**src/rtl/btb_pkg.sv**
```systemverilog
package btb_pkg;
  typedef enum logic [1:0] {
    MODE_NEVER = 2'd0,
    MODE_BWD   = 2'd1,
    MODE_LAST  = 2'd2,
    MODE_ALT   = 2'd3
  } btb_mode_e;
endpackage

```
**src/rtl/btb_store.sv**
```systemverilog
module btb_store #(
  parameter int PC_W  = 16,
  parameter int IDX_W = 3,
  localparam int TAG_W   = PC_W - IDX_W,
  localparam int ENTRIES = 1 << IDX_W
) (
  input  logic             clk_i,
  input  logic             rst_ni,
  input  logic [IDX_W-1:0] rd_idx_i,
  output logic             rd_valid_o,
  output logic [TAG_W-1:0] rd_tag_o,
  output logic [PC_W-1:0]  rd_tgt_o,
  input  logic [IDX_W-1:0] pr_idx_i,
  output logic             pr_valid_o,
  output logic [TAG_W-1:0] pr_tag_o,
  input  logic             we_i,
  input  logic             wr_valid_i,
  input  logic [IDX_W-1:0] wr_idx_i,
  input  logic [TAG_W-1:0] wr_tag_i,
  input  logic [PC_W-1:0]  wr_tgt_i
);
  logic [ENTRIES-1:0] valid_q;
  logic [TAG_W-1:0]   tag_q [ENTRIES];
  logic [PC_W-1:0]    tgt_q [ENTRIES];

  always_ff @(posedge clk_i or negedge rst_ni) begin
    if (!rst_ni) valid_q <= '0;
    else if (we_i) valid_q[wr_idx_i] <= wr_valid_i;
  end

  always_ff @(posedge clk_i) begin
    if (we_i) begin
      tag_q[wr_idx_i] <= wr_tag_i;
      tgt_q[wr_idx_i] <= wr_tgt_i;
    end
  end

  // reads see pre-edge contents
  assign rd_valid_o = valid_q[rd_idx_i];
  assign rd_tag_o   = tag_q[rd_idx_i];
  assign rd_tgt_o   = tgt_q[rd_idx_i];
  assign pr_valid_o = valid_q[pr_idx_i];
  assign pr_tag_o   = tag_q[pr_idx_i];

  // a written entry holds the written value from the next cycle on
  a_r8_write_lands: assert property (@(posedge clk_i) disable iff (!rst_ni)
    we_i |=> valid_q[$past(wr_idx_i)] == $past(wr_valid_i));
endmodule

```
**src/rtl/btb_policy.sv**
```systemverilog
module btb_policy
  import btb_pkg::*;
#(
  parameter int PC_W = 16
) (
  input  btb_mode_e        mode_i,
  input  logic             upd_valid_i,
  input  logic             upd_taken_i,
  input  logic [PC_W-1:0]  upd_pc_i,
  input  logic [PC_W-1:0]  upd_target_i,
  input  logic             probe_hit_i,
  output logic             we_o,
  output logic             wr_valid_o
);
  logic backward;
  assign backward = upd_target_i < upd_pc_i;

  always_comb begin
    we_o       = 1'b0;
    wr_valid_o = 1'b1;
    if (upd_valid_i) begin
      unique case (mode_i)
        MODE_BWD:  we_o = backward;
        MODE_LAST: begin
          if (upd_taken_i) we_o = 1'b1;
          else if (probe_hit_i) begin
            we_o       = 1'b1;
            wr_valid_o = 1'b0;
          end
        end
        default:   we_o = 1'b0;
      endcase
    end
  end
endmodule

```
**src/rtl/btb_predictor.sv**
```systemverilog
module btb_predictor
  import btb_pkg::*;
#(
  parameter int PC_W  = 16,
  parameter int IDX_W = 3
) (
  input  logic            clk_i,
  input  logic            rst_ni,
  input  logic [1:0]      mode_i,
  input  logic [PC_W-1:0] fetch_pc_i,
  output logic [PC_W-1:0] pred_pc_o,
  output logic            pred_hit_o,
  input  logic            upd_valid_i,
  input  logic [PC_W-1:0] upd_pc_i,
  input  logic            upd_taken_i,
  input  logic [PC_W-1:0] upd_target_i,
  input  logic [PC_W-1:0] upd_pred_pc_i,
  output logic            mispredict_o
);
  localparam int TAG_W = PC_W - IDX_W;

  btb_mode_e        mode;
  logic             rd_valid, pr_valid, we, wr_valid, probe_hit, lookup_en;
  logic [TAG_W-1:0] rd_tag, pr_tag;
  logic [PC_W-1:0]  rd_tgt, seq_pc, resolved_pc;

  assign mode = btb_mode_e'(mode_i);

  btb_store #(.PC_W(PC_W), .IDX_W(IDX_W)) u_store (
    .clk_i      (clk_i),
    .rst_ni     (rst_ni),
    .rd_idx_i   (fetch_pc_i[IDX_W-1:0]),
    .rd_valid_o (rd_valid),
    .rd_tag_o   (rd_tag),
    .rd_tgt_o   (rd_tgt),
    .pr_idx_i   (upd_pc_i[IDX_W-1:0]),
    .pr_valid_o (pr_valid),
    .pr_tag_o   (pr_tag),
    .we_i       (we),
    .wr_valid_i (wr_valid),
    .wr_idx_i   (upd_pc_i[IDX_W-1:0]),
    .wr_tag_i   (upd_pc_i[PC_W-1:IDX_W]),
    .wr_tgt_i   (upd_target_i)
  );

  assign probe_hit = pr_valid && (pr_tag == upd_pc_i[PC_W-1:IDX_W]);

  btb_policy #(.PC_W(PC_W)) u_policy (
    .mode_i       (mode),
    .upd_valid_i  (upd_valid_i),
    .upd_taken_i  (upd_taken_i),
    .upd_pc_i     (upd_pc_i),
    .upd_target_i (upd_target_i),
    .probe_hit_i  (probe_hit),
    .we_o         (we),
    .wr_valid_o   (wr_valid)
  );

  assign lookup_en  = (mode == MODE_BWD) || (mode == MODE_LAST);
  assign seq_pc     = fetch_pc_i + PC_W'(1);
  assign pred_hit_o = lookup_en && rd_valid && (rd_tag == fetch_pc_i[PC_W-1:IDX_W]);
  assign pred_pc_o  = pred_hit_o ? rd_tgt : seq_pc;

  assign resolved_pc  = upd_taken_i ? upd_target_i : upd_pc_i + PC_W'(1);
  assign mispredict_o = upd_valid_i && (resolved_pc != upd_pred_pc_i);

  // disabled policy leaves the table untouched
  a_r3_never_frozen: assert property (@(posedge clk_i) disable iff (!rst_ni)
    (mode == MODE_NEVER || mode == MODE_ALT) |=> $stable(u_store.valid_q));
  // backward policy only writes for lower targets
  a_r4_bwd_only: assert property (@(posedge clk_i) disable iff (!rst_ni)
    (mode == MODE_BWD && we) |-> (upd_target_i < upd_pc_i && wr_valid));
  // taken resolution in last-outcome mode yields a valid matching entry
  a_r5_taken_recorded: assert property (@(posedge clk_i) disable iff (!rst_ni)
    (mode == MODE_LAST && upd_valid_i && upd_taken_i) |=>
      u_store.valid_q[$past(upd_pc_i[IDX_W-1:0])]);
  // not-taken hit clears the entry
  a_r6_evict: assert property (@(posedge clk_i) disable iff (!rst_ni)
    (mode == MODE_LAST && upd_valid_i && !upd_taken_i && probe_hit) |=>
      !u_store.valid_q[$past(upd_pc_i[IDX_W-1:0])]);
  // a miss falls through to the sequential address
  a_r2_miss_seq: assert property (@(posedge clk_i) disable iff (!rst_ni)
    !pred_hit_o |-> pred_pc_o == fetch_pc_i + PC_W'(1));
  // no mispredict without an update
  a_r9_quiet: assert property (@(posedge clk_i) disable iff (!rst_ni)
    !upd_valid_i |-> !mispredict_o);
endmodule

```
**config.mk**
```make
export PLATFORM = sky130hd
export DESIGN_NAME = btb_predictor
export DESIGN_NICKNAME = d
export VERILOG_FILES = /design/src/rtl/btb_pkg.sv /design/src/rtl/btb_store.sv /design/src/rtl/btb_policy.sv /design/src/rtl/btb_predictor.sv
export SDC_FILE = /design/constraint.sdc
export NUM_CORES = 1
export LEC_CHECK = 0
export ABC_CLOCK_PERIOD_IN_PS = 12640
export BUFFER_PORTS_ARGS = -buffer_cell sky130_fd_sc_hd__buf_2
export CORE_ASPECT_RATIO = 1.4
export CORE_MARGIN = 2
export CORE_UTILIZATION = 40
export DETAILED_ROUTE_END_ITERATION = 8
export PLACE_DENSITY = 0.6
export SYNTH_ARGS = -nofsm -noshare
export SYNTH_HDL_FRONTEND = slang
export SYNTH_SLANG_ARGS = --single-unit
```
**constraint.sdc**
```tcl
create_clock -name clk_i -period 12.64 [get_ports clk_i]
set_input_delay 0.632 -clock clk_i [delete_from_list [all_inputs] [get_ports clk_i]]
set_output_delay 0.632 -clock clk_i [all_outputs]
set_load 0.1 [all_outputs]
```
==> reports/results.ini <==
[status]
status=complete, no violations

[detailed_routing]
drt_iter0_markers=487
drc=0
vias=7086
routedWlPerCell_um=25.3
drt-total-wl_mm=31.4
postRouteAntennaNets=0
viasPerCell=5.72
drtPass1Iterations=5

[worst_setup_path]
crit_path_max_fanout=46
critPathKind=input port to output pin
cp.arrival_ns=4.52
critPathLaunchType=input port
crit_required_ns=12.01
cp-end-kind=output pin

[die]
die_w_um=150
floorplan.initialDensity_pct=40.8
io_pins=88
core-area_mm2=0.0293
rows=74
dieHeight_um=208
die-area_mm2=0.0313

[global_routing]
grt_first_pass_wirelength_mm=46.7
grt_pass1_vias=7389
overflow=0
antenna_found_initial=0
grt_max_degree=56
grtUsageTotal_pct=20.4

[power]
comb_power_share_pct=11.6
power_frac_seq_pct=48.6
p_switching_w=0.000430
p_leak_nw=4.75
clkPwrFrac_pct=39.8
total_power_w=0.00183
swShare_pct=23.5
power.internal_w=0.00140
ir_drop_uv=54.0
p_per_area_mw_per_mm2=135

[sta]
rsz0062_at_grt=false
timing.slew.headroom_pct=26.8
period_share_pct=40.8
tightest_slew_ns=1.09
layout_min_cycle_time_ns=5.15
worst_slack_ns=7.49
hold_viol_final=0
fin_skew_ns=0.0194
slew_viol_final=0
fin_setup_tns_ns=0
fmax_ghz=0.194
setup_viol=0

[clocking]
cts_tree=done
cts-root-buf=clkbuf_16
htreeDepth=1
cts_buffers=23
cts_setup_buffers=0
clock_latency_ns=0.51
clock_path_buffers=3
clkSinkCount=240
cts_repair_resize_count=0
path_clk_slew_ns=0.07

[synthesis]
yosys-top-cells-area=edfxtp_1, mux4_2, mux2i_1, xnor2_1, ha_1
synth-seq-area-share_pct=60.0
synth_fp_nets=844
synth_top_area_share_pct=58.3
synth_edf_count=232
ys_seq_elements=240
yosys.area.top_type=edfxtp_1
syn_area_mm2=0.0119
netlist-cell-type-count=57
syn_avg_cell_area_um2=15.8
ys_async_sr_fraction_pct=3.33
yosysWarnings=0
syn_inst=755
synth-main-ff-cell=edfxtp_1

[finish]
final_net_count=933
fillers=2581
seqCellArea_mm2=0.00717
multi_input_area_mm2=0.00449
fin_area_mm2=0.0136
drive_gt1_share_pct=26.2
syn_to_final_growth_pct=13.6
insertedDiodeCount=0

[worst_hold_path]
hp-class=input port to flip-flop

[flow_run]
max_cap_viol_count=0

[placement]
postPlaceCellArea_mm2=0.0128
place.gp.congestion=0.873
post-place-ws_ns=7.37
portBuffers=87
dp_hpwl_mm=21.5

## critical path, stage by stage
cell,delay [ns]
buf_2,0.38
buf_4,0.68
mux4_2,0.41
mux2i_1,0.46
xnor2_1,0.17
nor4_1,0.28
and4_2,0.69
a211oi_1,0.15
a21oi_1,0.18
buf_2,0.45
## cells in the final DEF, fill, tap and decap left out, drive strengths merged, types with 6 or more instances in the layout
master / count
and3: 10
mux4: 74
nand2: 31
xnor2: 57
nor3: 17
a21oi: 28
clkbuf: 26
nand3: 11
edfxtp: 232
ha: 19
nand4: 6
inv: 25
mux2i: 62
dfrtp: 8
o21ai: 12
nor4: 9
clkinv: 6
buf: 101
a31oi: 7
nor2: 34
xor2: 14
a22oi: 11
## registers in the layout (all words and copies together) (netlist names)
signal	count
u_store.tgt_q	128
u_store.tag_q	104
u_store.valid_q	8
## layer usage
| metal | vias up | global-route usage [%] | routed length (um) |
|---|---|---|---|
| met1 | 3629 | 25.5 | 12300 |
| li1 | 3167 | - | - |
| met2 | 232 | 35.9 | 16300 |
| met5 | - | 0 | 0 |
| met4 | 0 | 7.55 | 1140 |
| met3 | 58 | 2.72 | 1610 |
## logic make-up after synthesis
kind of cell    count (synthesis)  share of synthesized area (%)
mux                           138                           19.3
compound gates                 83                           4.44
buf+inv                        62                           2.73
simple gates                  142                           6.31
xor+xnor                       71                           5.21
flops                         240                           60.0
fa+ha+maj                      19                           1.99
## cell usage after synthesis, drive strengths merged (2+ instances only)
cell type  instances
a211oi             2
nor4b              3
mux2               2
clkbuf             7
o21a               2
nor3b              4
ha                19
xnor2             57
nor4               9
and3              10
nor3              17
o221ai             2
o22ai              2
a31oi              7
a2111oi            2
a21oi             28
mux2i             62
and4               3
xor2              14
dfrtp              8
or4                2
a22oi             11
o21ai             12
nand4              6
inv               24
buf               31
a21o               5
nand3             11
nor2b              4
nand2             31
nand2b             4
edfxtp           232
nor2              34
mux4              74
## power groups by stage
| stage | Combinational (W) | Sequential, W | Clock, W |
|---|---|---|---|
| floorplan | 0.000144 | 0.000905 | 0 |
| global placement | 0.000211 | 0.000907 | 0 |
| detailed placement | 0.000212 | 0.000907 | 0 |
| CTS | 0.000213 | 0.000890 | 0.000739 |
| global route | 0.000227 | 0.000891 | 0.000769 |
| finish | 0.000211 | 0.000890 | 0.000728 |
## area by class of cell
cell class	count	share of cell area (%)
clock buffer	26	4.32
clock inverter	14	1.51
inverter	24	0.664
multi-input combinational	453	33.1
sequential	240	52.8
tap	380	3.50
timing repair buffer	102	4.08
## final timing paths
path / depth (start not counted) / start / slack (ns) / end
worst max-delay path: 10 / fetch_pc_i[1] / 7.49 / pred_pc_o[2]
worst min-delay path: 1 / upd_target_i[7] / 0.44 / u_store.tgt_q[4][7]
worst max register to register: 9 / u_store.tag_q[4][11] / 8.49 / u_store.tgt_q[6][12]
worst min register to register: 2 / u_store.valid_q[3] / 0.56 / u_store.valid_q[3]
max in group asynchronous: 2 / rst_ni / 11.98 / u_store.valid_q[7]
min in group asynchronous: 2 / rst_ni / 0.49 / u_store.valid_q[5]
## timing repair
item,CTS,global route
hold buffers,1,0
endpoints found under the setup margin,0,0
hold endpoints to repair,8,0
## per-stage QoR
stage / hold slack, ns / cells / util (%)
after floorplan: 0.336 / 755 / -
after global placement: 0.486 / 1198 / 43.6
after detailed placement: 0.484 / 1198 / 43.6
after CTS: 0.427 / 1239 / 46.4
after global routing: 0.453 / 1239 / 46.4
final: 0.439 / 1239 / 46.4
Note: power is estimated with default switching activity, not from simulation.
